### src/rtl/edo_seq_pkg.sv
package edo_seq_pkg;

   typedef enum logic [3:0] {
      ST_IDLE,
      ST_TR1,
      ST_TR2,
      ST_TC1,
      ST_TC2,
      ST_TCE,
      ST_TPC,
      ST_OPEN,
      ST_GRANT
   } seq_state_t;

   function automatic int max_int(input int a, input int b);
      return (a > b) ? a : b;
   endfunction

endpackage

### src/rtl/edo_row_tracker.sv
module edo_row_tracker #(
   parameter int ROW_W = 12
) (
   input  logic             clk,
   input  logic             rst_n,
   input  logic             load_i,
   input  logic             clear_i,
   input  logic [ROW_W-1:0] row_in_i,
   input  logic [ROW_W-1:0] cmp_row_i,
   output logic             open_o,
   output logic             hit_o
);

   logic [ROW_W-1:0] row_q;
   logic             open_q;

   always_ff @(posedge clk) begin
      if (!rst_n) begin
         row_q  <= '0;
         open_q <= 1'b0;
      end else if (clear_i) begin
         open_q <= 1'b0;
      end else if (load_i) begin
         row_q  <= row_in_i;
         open_q <= 1'b1;
      end
   end

   assign open_o = open_q;
   assign hit_o  = open_q && (row_q == cmp_row_i);

   AST_LOAD_CLEAR_EXCL: assert property (@(posedge clk) disable iff (!rst_n)
      !(load_i && clear_i));

   AST_HIT_NEEDS_OPEN: assert property (@(posedge clk) disable iff (!rst_n)
      $rose(open_q) |-> $past(load_i));

endmodule

### src/rtl/edo_beat_ctr.sv
module edo_beat_ctr #(
   parameter int BURST_LEN = 4,
   localparam int BEAT_W = $clog2(BURST_LEN)
) (
   input  logic              clk,
   input  logic              rst_n,
   input  logic              clr_i,
   input  logic              adv_i,
   input  logic              burst_i,
   output logic [BEAT_W-1:0] beat_o,
   output logic              last_o
);

   localparam logic [BEAT_W-1:0] LAST_IDX = BEAT_W'(BURST_LEN - 1);

   logic [BEAT_W-1:0] beat_q;

   always_ff @(posedge clk) begin
      if (!rst_n) begin
         beat_q <= '0;
      end else if (clr_i) begin
         beat_q <= '0;
      end else if (adv_i) begin
         beat_q <= beat_q + 1'b1;
      end
   end

   assign beat_o = beat_q;
   assign last_o = burst_i ? (beat_q == LAST_IDX) : (beat_q == '0);

   AST_ADV_ONLY_ACTIVE: assert property (@(posedge clk) disable iff (!rst_n)
      adv_i |-> !clr_i);

endmodule

### src/rtl/edo_seq_fsm.sv
module edo_seq_fsm
   import edo_seq_pkg::*;
(
   input  logic       clk,
   input  logic       rst_n,
   input  logic       cfg_open_i,
   input  logic       req_valid_i,
   input  logic       row_hit_i,
   input  logic       req_area_ok_i,
   input  logic       cur_area_ok_i,
   input  logic       refresh_req_i,
   input  logic       bus_req_i,
   input  logic       last_beat_i,
   output seq_state_t state_o,
   output logic       ready_o,
   output logic       accept_o,
   output logic       refresh_ack_o,
   output logic       bus_ack_o
);

   seq_state_t state_q, state_d;
   logic       pend_q, pend_d;
   logic       close_cause;
   logic       hit_now;

   assign close_cause = refresh_req_i || bus_req_i;
   assign hit_now     = row_hit_i && req_area_ok_i;
   assign ready_o     = ((state_q == ST_IDLE) || ((state_q == ST_OPEN) && cfg_open_i))
                        && !close_cause;
   assign accept_o    = ready_o && req_valid_i;

   always_comb begin
      state_d = state_q;
      pend_d  = pend_q;
      case (state_q)
         ST_IDLE: begin
            if (close_cause)   state_d = ST_GRANT;
            else if (accept_o) state_d = ST_TR1;
         end
         ST_TR1:  state_d = ST_TR2;
         ST_TR2:  state_d = ST_TC1;
         ST_TC1:  state_d = ST_TC2;
         ST_TC2:  state_d = last_beat_i ? ST_TCE : ST_TC1;
         ST_TCE: begin
            if (cfg_open_i && cur_area_ok_i && !close_cause) state_d = ST_OPEN;
            else                                              state_d = ST_TPC;
         end
         ST_OPEN: begin
            if (close_cause || !cfg_open_i) begin
               state_d = ST_TPC;
            end else if (accept_o) begin
               if (hit_now) begin
                  state_d = ST_TC1;
               end else begin
                  state_d = ST_TPC;
                  pend_d  = 1'b1;
               end
            end
         end
         ST_TPC: begin
            if (pend_q) begin
               state_d = ST_TR1;
               pend_d  = 1'b0;
            end else if (close_cause) begin
               state_d = ST_GRANT;
            end else begin
               state_d = ST_IDLE;
            end
         end
         ST_GRANT: state_d = ST_IDLE;
         default:  state_d = ST_IDLE;
      endcase
   end

   always_ff @(posedge clk) begin
      if (!rst_n) begin
         state_q <= ST_IDLE;
         pend_q  <= 1'b0;
      end else begin
         state_q <= state_d;
         pend_q  <= pend_d;
      end
   end

   assign state_o       = state_q;
   assign refresh_ack_o = (state_q == ST_GRANT) && refresh_req_i;
   assign bus_ack_o     = (state_q == ST_GRANT) && bus_req_i && !refresh_req_i;

   AST_HIT_SKIPS_ROW: assert property (@(posedge clk) disable iff (!rst_n)
      (state_q == ST_TC1 && $past(state_q) == ST_OPEN) |-> $past(row_hit_i && req_area_ok_i));

   AST_GRANT_AFTER_CLOSE: assert property (@(posedge clk) disable iff (!rst_n)
      (state_q == ST_GRANT) |-> ($past(state_q) == ST_TPC || $past(state_q) == ST_IDLE));

   AST_OPEN_ONLY_AREA: assert property (@(posedge clk) disable iff (!rst_n)
      (state_q == ST_OPEN && $past(state_q) == ST_TCE) |-> $past(cfg_open_i && cur_area_ok_i));

   AST_ROW_BEFORE_COL: assert property (@(posedge clk) disable iff (!rst_n)
      (state_q == ST_TR2) |-> ($past(state_q) == ST_TR1));

endmodule

### src/rtl/edo_row_seq.sv
module edo_row_seq
   import edo_seq_pkg::*;
#(
   parameter int ROW_W     = 12,
   parameter int COL_W     = 10,
   parameter int AREA_W    = 3,
   parameter int OPEN_AREA = 3,
   parameter int BURST_LEN = 4,
   parameter bit REG_OUT   = 1'b0,
   localparam int ADDR_W   = ROW_W + COL_W,
   localparam int MUX_W    = max_int(ROW_W, COL_W),
   localparam int BEAT_W   = $clog2(BURST_LEN)
) (
   input  logic              clk,
   input  logic              rst_n,
   input  logic              cfg_open_row,
   input  logic              req_valid,
   output logic              req_ready,
   input  logic [ADDR_W-1:0] req_addr,
   input  logic [AREA_W-1:0] req_area,
   input  logic              req_write,
   input  logic              req_burst,
   input  logic              refresh_req,
   output logic              refresh_ack,
   input  logic              bus_req,
   output logic              bus_ack,
   output logic              dram_ras_n,
   output logic              dram_cas_n,
   output logic              dram_we_n,
   output logic [MUX_W-1:0]  dram_addr,
   output logic              bus_start,
   output logic              xfer_done
);

   generate
      if (BURST_LEN < 2 || (BURST_LEN & (BURST_LEN - 1)) != 0) begin : g_bad_burst
         $error("BURST_LEN must be a power of two, at least 2");
      end
      if (COL_W <= BEAT_W) begin : g_bad_col
         $error("COL_W must exceed log2(BURST_LEN)");
      end
      if (OPEN_AREA < 0 || OPEN_AREA >= (1 << AREA_W)) begin : g_bad_area
         $error("OPEN_AREA must fit in AREA_W bits");
      end
   endgenerate

   localparam logic [AREA_W-1:0] OPEN_AREA_V = AREA_W'(OPEN_AREA);

   seq_state_t        state;
   logic              accept;
   logic              row_hit;
   logic              row_open;
   logic              last_beat;
   logic [BEAT_W-1:0] beat;

   logic [ROW_W-1:0]  lat_row;
   logic [COL_W-1:0]  lat_col;
   logic              lat_area_ok;
   logic              lat_write;
   logic              lat_burst;

   wire [ROW_W-1:0] in_row     = req_addr[ADDR_W-1:COL_W];
   wire [COL_W-1:0] in_col     = req_addr[COL_W-1:0];
   wire             in_area_ok = (req_area == OPEN_AREA_V);

   always_ff @(posedge clk) begin
      if (!rst_n) begin
         lat_row     <= '0;
         lat_col     <= '0;
         lat_area_ok <= 1'b0;
         lat_write   <= 1'b0;
         lat_burst   <= 1'b0;
      end else if (accept) begin
         lat_row     <= in_row;
         lat_col     <= in_col;
         lat_area_ok <= in_area_ok;
         lat_write   <= req_write;
         lat_burst   <= req_burst;
      end
   end

   edo_seq_fsm u_fsm (
      .clk           (clk),
      .rst_n         (rst_n),
      .cfg_open_i    (cfg_open_row),
      .req_valid_i   (req_valid),
      .row_hit_i     (row_hit),
      .req_area_ok_i (in_area_ok),
      .cur_area_ok_i (lat_area_ok),
      .refresh_req_i (refresh_req),
      .bus_req_i     (bus_req),
      .last_beat_i   (last_beat),
      .state_o       (state),
      .ready_o       (req_ready),
      .accept_o      (accept),
      .refresh_ack_o (refresh_ack),
      .bus_ack_o     (bus_ack)
   );

   edo_row_tracker #(.ROW_W(ROW_W)) u_rows (
      .clk       (clk),
      .rst_n     (rst_n),
      .load_i    (state == ST_TR2),
      .clear_i   (state == ST_TPC),
      .row_in_i  (lat_row),
      .cmp_row_i (in_row),
      .open_o    (row_open),
      .hit_o     (row_hit)
   );

   edo_beat_ctr #(.BURST_LEN(BURST_LEN)) u_beats (
      .clk     (clk),
      .rst_n   (rst_n),
      .clr_i   (state != ST_TC1 && state != ST_TC2),
      .adv_i   (state == ST_TC2),
      .burst_i (lat_burst),
      .beat_o  (beat),
      .last_o  (last_beat)
   );

   logic [BEAT_W-1:0] col_low;
   logic [COL_W-1:0]  col_cur;
   logic              in_row_ph, in_col_ph, ras_act;
   logic              ras_n_c, cas_n_c, we_n_c, start_c, done_c;
   logic [MUX_W-1:0]  addr_c;

   assign col_low   = lat_col[BEAT_W-1:0] + beat;
   assign col_cur   = {lat_col[COL_W-1:BEAT_W], col_low};
   assign in_row_ph = (state == ST_TR1) || (state == ST_TR2);
   assign in_col_ph = (state == ST_TC1) || (state == ST_TC2);
   assign ras_act   = (state == ST_TR2) || in_col_ph || (state == ST_TCE) || (state == ST_OPEN);

   always_comb begin
      ras_n_c = !ras_act;
      cas_n_c = !(state == ST_TC2);
      we_n_c  = !(lat_write && (in_row_ph || in_col_ph || state == ST_TCE));
      start_c = (state == ST_TC1) && (beat == '0);
      done_c  = (state == ST_TCE);
      if (in_row_ph)      addr_c = MUX_W'(lat_row);
      else if (in_col_ph) addr_c = MUX_W'(col_cur);
      else                addr_c = '0;
   end

   generate
      if (REG_OUT) begin : g_out_reg
         always_ff @(posedge clk) begin
            if (!rst_n) begin
               dram_ras_n <= 1'b1;
               dram_cas_n <= 1'b1;
               dram_we_n  <= 1'b1;
               dram_addr  <= '0;
               bus_start  <= 1'b0;
               xfer_done  <= 1'b0;
            end else begin
               dram_ras_n <= ras_n_c;
               dram_cas_n <= cas_n_c;
               dram_we_n  <= we_n_c;
               dram_addr  <= addr_c;
               bus_start  <= start_c;
               xfer_done  <= done_c;
            end
         end
      end else begin : g_out_comb
         assign dram_ras_n = ras_n_c;
         assign dram_cas_n = cas_n_c;
         assign dram_we_n  = we_n_c;
         assign dram_addr  = addr_c;
         assign bus_start  = start_c;
         assign xfer_done  = done_c;
      end
   endgenerate

   AST_CAS_UNDER_RAS: assert property (@(posedge clk) disable iff (!rst_n)
      !dram_cas_n |-> !dram_ras_n);

   AST_START_ONE: assert property (@(posedge clk) disable iff (!rst_n)
      bus_start |=> !bus_start);

   AST_DONE_ONE: assert property (@(posedge clk) disable iff (!rst_n)
      xfer_done |=> !xfer_done);

   AST_ACK_RAS_HIGH: assert property (@(posedge clk) disable iff (!rst_n)
      (refresh_ack || bus_ack) |-> (dram_ras_n && !row_open));

endmodule

### config.mk
export PLATFORM = sky130hd
export DESIGN_NAME = edo_row_seq
export DESIGN_NICKNAME = d
export VERILOG_FILES = /design/src/rtl/edo_seq_pkg.sv /design/src/rtl/edo_row_tracker.sv /design/src/rtl/edo_beat_ctr.sv /design/src/rtl/edo_seq_fsm.sv /design/src/rtl/edo_row_seq.sv
export SDC_FILE = /design/constraint.sdc
export NUM_CORES = 1
export LEC_CHECK = 0
export BUFFER_PORTS_ARGS = -buffer_cell sky130_fd_sc_hd__buf_2
export CAP_MARGIN = 20
export CORE_MARGIN = 4
export CORE_UTILIZATION = 45
export DETAILED_ROUTE_END_ITERATION = 10
export HOLD_SLACK_MARGIN = 0.02
export PLACE_DENSITY = 0.75
export SLEW_MARGIN = 20
export SYNTH_ARGS = -nofsm -noshare
export SYNTH_HDL_FRONTEND = slang
export SYNTH_HIERARCHICAL = 1
export SYNTH_SLANG_ARGS = --single-unit
### constraint.sdc
create_clock -name clk -period 5 [get_ports clk]
set_input_delay 0.5 -clock clk [delete_from_list [all_inputs] [get_ports clk]]
set_output_delay 0.5 -clock clk [all_outputs]
set_load 0.03 [all_outputs]
==> impl_metrics.tcl, run 1 <==
set metrics [dict create \
    status "finished clean" \
    nFillCells 469 \
    finalPower_uw 689.6 \
    hold_path.class "input pin to register" \
    cts_setup_buffers 0 \
    antenna_found_initial 0 \
    numCtsBuffers 5 \
    ios 53 \
    postLayoutCellArea_um2 2703 \
    maxCapViolations 0 \
    p_clk_frac 0.323 \
    crit_path_start "u_fsm/state_o[2]" \
    setup_violations 0 \
    io_buffers 52 \
    die_area_um2 6467 \
    rsz0062_at_grt "no" \
    gp_congestion 0.8098 \
    cts.sink_count 45 \
    yosys_register_bits 45 \
    r2r_start "u_fsm/state_o[2]" \
    first_iter_violations 108 \
    wirelength_mm 5.070 \
    crit_required_ns 4.50 \
    cts_tree "done" \
    swShare 0.2686 \
    clock_skew_ns 0.006141 \
    tightest_slew_ns 0.9159 \
    initial_utilization 0.4620 \
    crit_path_end_kind "output port" \
    switchingPower_uw 185.2 \
    antenna_left 0 \
    fp.dieW_um 80.42 \
    drcViolationCount 0 \
    vias 1889 \
    clk_latency_ns 0.30 \
    synthArstFlopShare 0 \
    ctsResizeCount 0 \
    synthFlopType "dfxtp_1" \
    clock.fmax_ghz 0.3465 \
    synthCells 256 \
    synth.yosys.warnings 6 \
    synthDistinctLibCells 46 \
    first_pass_iters 4 \
    viasPerCell 5.092 \
    hold_start "req_burst" \
    rows 26 \
    wire_per_inst_um 13.67 \
    h-tree-depth 2 \
    p_int_uw 504.4 \
    worstSetupPathType "register to output port" \
    start_kind "register" \
    fin_crit_sh 0.5772 \
    grt_pass1_wl_mm 8.473 \
    powerDensity_nw_per_um2 255.2 \
    coreArea_um2 5107 \
    hold_ws_ns 0.4563 \
    slew_viol_final 0 \
    cts_buffer_depth 2 \
    final_hold_viol_count 0 \
    area_growth_pct 14.53 \
    grt_use_total 0.1691 \
    layout-drive-gt1-share 0.2558 \
    ir_worst_vdd_mv 0.1812 \
    root_buffer "clkbuf_8" \
    p_seq_frac 0.553 \
    post-route-min-period_ns 2.886 \
    clk_pin_slew_ns 0.08 \
    grt_max_degree 43 \
    nets 337 \
    ctsHoldBuffers 0 \
    synth-edff-count 0 \
    avgSynthCellArea_um2 9.218 \
    grt-ovfl-total 0 \
    p_leak_uw 0.0009862 \
    crit_fanout 22 \
    antenna_cells 0 \
    relSlewSlack 0.3860 \
    syn_nets 292 \
    combPwrFrac 0.125 \
    ys_seq_area_frac 0.3818 \
    die_h_um 80.42 \
    first_global_vias 1791 \
    post_dp_cell_area_um2 2618 \
    syn_area_um2 2360 \
    hpwl_mm 3.592 \
    critPathArrivalTime_ns 2.39 \
    fin_tns_setup_ns 0 \
]
## cell usage after synthesis (all sizes together), types with 2 or more instances
master | instances | area share
a21boi | 12 | 0.038
a21oi | 2 | 0.0058
a22o | 10 | 0.042
a31oi | 4 | 0.011
and2 | 4 | 0.011
and2b | 2 | 0.0064
buf | 11 | 0.035
clkbuf | 4 | 0.0064
dfxtp | 45 | 0.38
ha | 3 | 0.016
inv | 7 | 0.011
mux2i | 26 | 0.11
nand2 | 29 | 0.046
nand2b | 5 | 0.013
nand3 | 2 | 0.0042
nand4 | 3 | 0.0080
nand4b | 2 | 0.0074
nor2 | 11 | 0.019
nor2b | 28 | 0.074
nor3 | 5 | 0.015
nor3b | 2 | 0.0064
nor4 | 3 | 0.011
o21ai | 5 | 0.011
or3 | 3 | 0.0085
xnor2 | 16 | 0.059
## metal layers
layer	vias to the layer above	global-route usage	routed length, um
met5	-	0	0
met4	0	0.05574	59
met3	5	0.04933	416
met2	53	0.2897	2438
met1	866	0.2011	2155
li1	965	-	-
## worst max-delay path: stages (launching register included)
cell	delay, ns
dfxtp_1	0.72
or3b_1	0.42
a21oi_2	0.49
a22o_2	0.25
buf_2	0.19
## stage by stage
step | util | instances | setup WS [ns]
2_1_floorplan | - | 256 | 2.640
3_3_place_gp | 0.5125 | 364 | 2.445
3_5_place_dp | 0.5125 | 364 | 2.409
4_1_cts | 0.5292 | 371 | 2.070
5_1_grt | 0.5292 | 371 | 1.919
6_report | 0.5292 | 371 | 2.114
## path summary, 6_finish.rpt
check	to	slack, ns	cells past startpoint
setup / recovery	dram_addr[0]	2.11	4
hold / removal	lat_burst	0.46	3
setup reg to reg	lat_row[9]	2.44	7
hold reg to reg	u_rows/row_q[11]	0.47	2
## state kept, by name, indices dropped and copies added, names as in the netlist
register / count
lat_area_ok: 1
lat_burst: 1
lat_col: 10
lat_row: 12
lat_write: 1
u_beats/beat_o: 2
u_fsm/pend_q: 1
u_fsm/state_o: 4
u_rows/open_o: 1
u_rows/row_q: 12
## cell families (layout without fill, tap and decap cells)
kind of cell / after synthesis / after routing / share of synthesized area
XOR/XNOR: 16 / 16 / 0.05938
AO/OA/AOI/OAI: 37 / 37 / 0.1219
multiplexers: 27 / 27 / 0.1151
AND/OR/NAND/NOR: 106 / 106 / 0.2534
flip-flops: 45 / 45 / 0.3818
adder cells (fa/ha/maj): 3 / 3 / 0.01591
buffers and inverters: 22 / 67 / 0.05249
## power by group through the flow
stage	logic, uW	registers [uW]	clock network, uW
after floorplan	63.0	383	0
after global placement	85.6	389	0
after detailed placement	86.3	389	0
after CTS	86.6	381	231
after global routing	95.2	384	243
final	86.0	381	223
## cell type report
type | count | area [um^2] | share of cell area
repair buffers | 53 | 267.8 | 0.09907
clock inverters | 2 | 16.27 | 0.006019
inverters | 7 | 26.28 | 0.009722
multi-input cells | 189 | 1335 | 0.4940
flip-flops and latches | 45 | 900.9 | 0.3333
well taps | 70 | 87.58 | 0.03241
clock buffers | 5 | 68.82 | 0.02546
## cell usage in the layout (no fill, tap or decap), types with 2 or more instances in the layout
| master | Yosys | routed |
|---|---|---|
| nor2_1 | 10 | 10 |
| nor2b_1 | 28 | 28 |
| nor3_1 | 3 | 3 |
| nor3b_1 | 2 | 2 |
| a21boi_1 | 10 | 10 |
| nand2_1 | 29 | 29 |
| nor3_2 | 2 | 2 |
| inv_1 | 7 | 7 |
| and2b_1 | 2 | 2 |
| o21ai_1 | 2 | 2 |
| o21ai_0 | 3 | 3 |
| a21boi_0 | 2 | 2 |
| nand3_1 | 2 | 2 |
| nand4_1 | 3 | 3 |
| and2_1 | 4 | 4 |
| xnor2_1 | 16 | 16 |
| buf_2 | 6 | 52 |
| nand4b_1 | 2 | 2 |
| clkbuf_8 | 0 | 5 |
| a22o_2 | 10 | 10 |
| nand2b_1 | 5 | 5 |
| or3_1 | 2 | 2 |
| nor4_1 | 2 | 2 |
| a31oi_1 | 4 | 4 |
| mux2i_1 | 26 | 26 |
| dfxtp_1 | 45 | 45 |
| ha_1 | 3 | 3 |
No activity file was read; power rests on OpenSTA's default activity.
==> run 2, diff against run 1 <==
--- a/config.mk
+++ b/config.mk
@@ -5,6 +5,7 @@
 export SDC_FILE = /design/constraint.sdc
 export NUM_CORES = 1
 export LEC_CHECK = 0
+export ABC_AREA = 1
 export BUFFER_PORTS_ARGS = -buffer_cell sky130_fd_sc_hd__buf_2
 export CAP_MARGIN = 20
 export CORE_MARGIN = 4
==> constraint.sdc (replaced) <==
create_clock -name clk -period 2.8 [get_ports clk]
set_input_delay 0.28 -clock clk [delete_from_list [all_inputs] [get_ports clk]]
set_output_delay 0.28 -clock clk [all_outputs]
set_load 0.03 [all_outputs]
==> run 2 against run 1 <==
- clock power grew 120%
- clock-buffer cell count grew 1
- critical path depth grew 2
- via count grew 24%
- register-to-register slack lost 1.5 ns
- sequential power grew 88%
- first-iteration DRC count shrank 3.7%
- power grew 110%
- global-route usage grew 2.4 points
- hold slack lost 0.26 ns
- wire length grew 15%
- critical path type unchanged
- critical endpoint unchanged
- largest power group unchanged
- highest routed layer unchanged
==> impl_metrics.tcl, run 2 <==
set metrics [dict create \
    yosys_register_bits 45 \
    synth_xor_area_frac 0.01484 \
    grt_pass1_wl_mm 9.853 \
    syn_nets 394 \
    avgSynthCellArea_um2 6.595 \
    hold_start "req_addr[5]" \
    synth_top_family_by_area "simple AND/OR/NAND/NOR gates" \
    post-route-min-period_ns 2.263 \
    hpwl_mm 4.407 \
    cts_setup_buffers 0 \
    crit_path_frequent_cell "nand2_1" \
    status "finished clean" \
    synthCells 358 \
    synth_top_area_share 0.3816 \
    hold_path.class "input pin to register" \
    coreArea_um2 5107 \
    fp.dieW_um 80.44 \
    finalPower_uw 1437 \
    clock.fmax_ghz 0.4419 \
    rows 26 \
    maxCapViolations 0 \
    r2r_cells 6 \
    crit_required_ns 2.52 \
    clk_latency_ns 0.30 \
    ir_worst_vdd_mv 0.2911 \
    final_common_cell "nor2_1" \
    h-tree-depth 2 \
    slowest_delay_ns 0.46 \
    clock_skew_ns 0.004240 \
    gp_congestion 0.9010 \
    yosys.area.top_type "dfxtp_1" \
    numCtsBuffers 5 \
    first_pass_iters 4 \
    grt-ovfl-total 0 \
    layout_common_cells "nor2_1, nand2_1, buf_2" \
    synth.yosys.warnings 6 \
    cts_buffer_depth 2 \
    synth_fa_ha_area_frac 0.01590 \
    first_global_vias 2218 \
    drcViolationCount 0 \
    wirelength_mm 5.848 \
    synthDistinctLibCells 30 \
    synth_mux_area_frac 0 \
    clk_pin_slew_ns 0.09 \
    ctsHoldBuffers 0 \
    wire_per_inst_um 12.18 \
    viasPerCell 4.888 \
    endpoint "dram_addr[0]" \
    rrSetupSlack_ns 0.96 \
    area_growth_pct 17.65 \
    crit_path_start "u_fsm/state_o[3]" \
    dpl.cell_count 472 \
    synth-compound-area-share 0.1447 \
    crit_fanout 13 \
    synthFlopType "dfxtp_1" \
    crit_path_end_kind "output port" \
    ctsResizeCount 0 \
    first_iter_violations 104 \
    syn_area_um2 2361 \
    start_kind "register" \
    critPathArrivalTime_ns 1.98 \
    cp.depth 6 \
    synth-edff-count 0 \
    setup_violations 0 \
    fin_crit_sh 0.8082 \
    rsz0062_at_grt "no" \
    tightest_slew_ns 0.6082 \
    ys_seq_area_frac 0.3816 \
    cts.sink_count 45 \
    largestRegisters "lat_row x12, u_rows/row_q x12, lat_col x10" \
    antenna_found_initial 0 \
    worstSetupPathType "register to output port" \
    die_area_um2 6470 \
    antenna_left 0 \
    die_h_um 80.44 \
    grt_max_degree 41 \
    fin_tns_setup_ns 0 \
    synthArstFlopShare 0 \
    synthSimpleGateAreaFrac 0.3439 \
    vias 2346 \
    antenna_cells 0 \
    worstPathCellList "nor2_2 > nand3_1 > nand2_4 > nand2_1 > nand2_1 > buf_2" \
    root_buffer "clkbuf_8" \
    yosysMostFrequentCell "nor2_1" \
    crit_buf_inv 1 \
    reg2reg_to "u_rows/row_q[6]" \
    cts_tree "done" \
    r2r_start "u_fsm/state_o[1]" \
    final_cells 480 \
    synth_area_leaders "dfxtp_1, nor2_1, nand2_1, o21ai_0, inv_1" \
    crit_slowest_cell "nor2_2" \
    final_hold_viol_count 0 \
    p_leak_uw 0.001384 \
    slew_viol_final 0 \
    relSlewSlack 0.5945 \
    synth_common_cells "nor2_1, nand2_1, dfxtp_1" \
    powerDensity_nw_per_um2 517.3 \
    nets 445 \
    ios 53 \
    grt_use_total 0.1929 \
    io_buffers 52 \
    nFillCells 536 \
    path_delay_family "simple AND/OR/NAND/NOR gates" \
    initial_utilization 0.4623 \
    layout-drive-gt1-share 0.2122 \
]
run 2: final cells by class:
type                       instances  area, um^2  share of cell area
multi-input combinational        257        1226              0.4414
sequential                        45       900.9              0.3243
timing repair buffer              55       282.8              0.1018
inverter                          45       168.9             0.06081
tap                               70       87.58             0.03153
clock buffer                       6       72.57             0.02613
clock inverter                     2       38.79             0.01396
run 2: worst reg2reg max path, cell delays in order, from the launching register on:
cell,delay (ns)
dfxtp_1,0.58
nand2_1,0.18
nor3_1,0.36
nor2_4,0.12
inv_2,0.25
o21ai_0,0.13
a21oi_1,0.15
run 2: worst min-delay path by stage:
stage / end / slack [ns] / cells after the start
detailed placement: lat_write / 0.45 / 2
floorplan: lat_col[7] / 0.41 / 2
global route: lat_col[5] / 0.19 / 3
CTS: lat_col[5] / 0.18 / 3
finish: lat_col[5] / 0.20 / 3
global placement: lat_write / 0.44 / 2
run 2: cell families after synthesis:
kind of cell / count (synthesis)
flip-flops: 45
AND/OR/NAND/NOR: 185
adder cells (fa/ha/maj): 3
XOR/XNOR: 4
AO/OA/AOI/OAI: 65
buffers and inverters: 56
run 2: per-layer routing:
layer	routed length, um	share of wire	vias up	global-route usage
met2	2586	0.44	70	0.3171
met1	2691	0.46	1034	0.2387
li1	-	-	1230	-
met4	148	0.025	0	0.08953
met5	0	0	-	0
met3	421	0.072	12	0.04260
run 2: metrics by stage:
stage / instance area [um^2] / setup slack (ns) / hold WS, ns / util
floorplan: 2361 / 1.051 / 0.4149 / -
global placement: 2666 / 0.9975 / 0.4430 / 0.5220
detailed placement: 2666 / 0.8715 / 0.4472 / 0.5220
CTS: 2778 / 0.5284 / 0.1844 / 0.5439
global route: 2778 / 0.3594 / 0.1935 / 0.5439
finish: 2778 / 0.5371 / 0.1953 / 0.5439
run 2: report_power, final:
part / switching [uW] / internal, uW / leakage, uW
sequential: 35.0 / 681 / 0.000366
clock: 226 / 268 / 0.0000554
combinational: 148 / 78.8 / 0.000963
==> run 3, diff against run 2 <==
--- a/config.mk
+++ b/config.mk
@@ -12,7 +12,7 @@
 export CORE_UTILIZATION = 45
 export DETAILED_ROUTE_END_ITERATION = 10
 export HOLD_SLACK_MARGIN = 0.02
-export PLACE_DENSITY = 0.75
+export PLACE_DENSITY = 0.78
 export SLEW_MARGIN = 20
 export SYNTH_ARGS = -nofsm -noshare
 export SYNTH_HDL_FRONTEND = slang
==> constraint.sdc (replaced) <==
create_clock -name clk -period 1.9 [get_ports clk]
set_input_delay 0.19 -clock clk [delete_from_list [all_inputs] [get_ports clk]]
set_output_delay 0.19 -clock clk [all_outputs]
set_load 0.03 [all_outputs]
==> run 3 against run 2 <==
- critical path depth rose by 1
- register-to-register slack lost 0.82 ns
- hold slack got worse by 0.078 ns
- design area grew 2.9%
- clock skew increased by 0.0046 ns
- clock-buffer cell count stayed put
==> impl_metrics.tcl, run 3 (same netlist as run 2, synthesis figures left out) <==
set metrics [dict create \
    crit_required_ns 1.71 \
    utilization 0.5595 \
    fin_crit_sh 0.9713 \
    crit_path_end_kind "output port" \
    rsz0062_at_grt "yes" \
    cts_tree "done" \
    grt_max_degree 29 \
    largestRegisters "lat_row x12, u_rows/row_q x12, lat_col x10" \
    ir_worst_vdd_mv 0.4006 \
    maxCapViolations 0 \
    hpwl_mm 4.361 \
    wirelength_mm 6.046 \
    crit_fanout 6 \
    grt_pass1_wl_mm 9.970 \
    fp.dieW_um 80.44 \
    endpoint "dram_addr[7]" \
    hold_start "req_addr[9]" \
    cts_buffer_depth 2 \
    tightest_slew_ns 0.4402 \
    setup_violations 0 \
    slew_viol_final 0 \
    worstSetupPathType "register to output port" \
    first_global_vias 2226 \
    initial_utilization 0.4623 \
    finalPower_uw 1999 \
    slowest_delay_ns 0.38 \
    final_common_cell "nor2_1" \
    p_leak_uw 0.001424 \
    area_growth_pct 21.04 \
    clock.fmax_ghz 0.5418 \
    post_dp_cell_area_um2 2719 \
    cts_setup_buffers 0 \
    rrSetupSlack_ns 0.14 \
    fin_tns_setup_ns 0 \
    rows 26 \
    ios 53 \
    r2r_start "u_fsm/state_o[0]" \
    vias 2408 \
    wire_per_inst_um 12.39 \
    drcViolationCount 0 \
    postLayoutCellArea_um2 2858 \
    crit_slowest_cell "dfxtp_1" \
    crit_path_start "u_fsm/state_o[3]" \
    antenna_cells 0 \
    reg2reg_to "u_rows/row_q[7]" \
    layout-drive-gt1-share 0.2368 \
    viasPerCell 4.934 \
    post-route-min-period_ns 1.846 \
    critPathArrivalTime_ns 1.66 \
    cts.sink_count 45 \
    min_path_cells 3 \
    ctsHoldBuffers 0 \
    clk_pin_slew_ns 0.09 \
    hold_ws_ns 0.1169 \
    r2r_cells 8 \
    cp.depth 7 \
    worstPathCellList "buf_4 > nor2_2 > nand2_4 > nand2_4 > nand2_1 > nand2_1 > clkbuf_4" \
    grt_use_total 0.1970 \
    antenna_found_initial 0 \
    die_h_um 80.44 \
    first_iter_violations 123 \
    io_buffers 52 \
    first_pass_iters 4 \
    clock_skew_ns 0.008800 \
    crit_buf_inv 2 \
    h-tree-depth 2 \
    powerDensity_nw_per_um2 699.6 \
    hold_path.class "input pin to register" \
    gp_congestion 0.8668 \
    relSlewSlack 0.7065 \
    final_hold_viol_count 0 \
    antenna_left 0 \
    root_buffer "clkbuf_8" \
    nets 453 \
    layout_common_cells "nor2_1, nand2_1, buf_2" \
    status "finished clean" \
    start_kind "register" \
    die_area_um2 6470 \
    coreArea_um2 5107 \
    grt-ovfl-total 0 \
    path_delay_family "simple AND/OR/NAND/NOR gates" \
    numCtsBuffers 5 \
    clk_latency_ns 0.29 \
]
## run 3: cell count changes in the layout (fill, tap and decap cells not counted), moves of 2 or more
cell | previous run | this run
buf_2 | 52 | 46
buf_4 | 3 | 9
clkbuf_4 | 0 | 6
dfxtp_1 | 45 | 42
dfxtp_2 | 0 | 3
clkinv_2 | 0 | 2
nand2_4 | 2 | 4
## run 3: metal layers
metal	share of wire	vias up	global-route usage
met5	0	-	0
met4	0.024	0	0.07432
met3	0.077	15	0.04036
met2	0.47	76	0.3320
met1	0.43	1071	0.2457
li1	-	1246	-
## run 3: area by class of cell
| type | count | area (um^2) |
|---|---|---|
| fill | 518 | 2250 |
| multi-input combinational | 258 | 1260 |
| sequential | 45 | 904.6 |
| timing repair buffer | 62 | 354.1 |
| inverter | 45 | 168.9 |
| tap | 70 | 87.58 |
| clock buffer | 6 | 72.57 |
| clock inverter | 2 | 10.01 |
## run 3: power by group
part	switching (uW)	internal, uW	total [uW]
clock	316	255	571
sequential	39.9	1000	1040
combinational	246	138	384
total	602	1400	2000
## run 3: repair_timing
item,CTS,global route
resized for setup,5,10
endpoints found under the hold margin,0,0
setup endpoints to repair,10,17
gates cloned,1,0
pin swaps,1,0
## run 3: how the worst min path moves through the flow
stage                      end  slack, ns
global placement    lat_col[6]       0.41
CTS                 lat_col[5]       0.11
detailed placement  lat_col[4]       0.42
global route        lat_col[2]       0.11
floorplan           lat_col[7]       0.32
finish              lat_col[9]       0.12
## run 3: stage by stage
step,std cells,setup WS (ns)
2_1_floorplan,358,0.1507
3_3_place_gp,479,0.1936
3_5_place_dp,479,0.1661
4_1_cts,488,0.03172
5_1_grt,488,-0.05391
6_report,488,0.05444
## run 3: worst register-to-register path: cells and delay by family, from the launching register on
kind / cells / cell delay [ns]
buffers and inverters: 3 / 0.49
and+or+nand+nor: 3 / 0.56
AOI/OAI and AO/OA: 2 / 0.29
DFF: 1 / 0.35
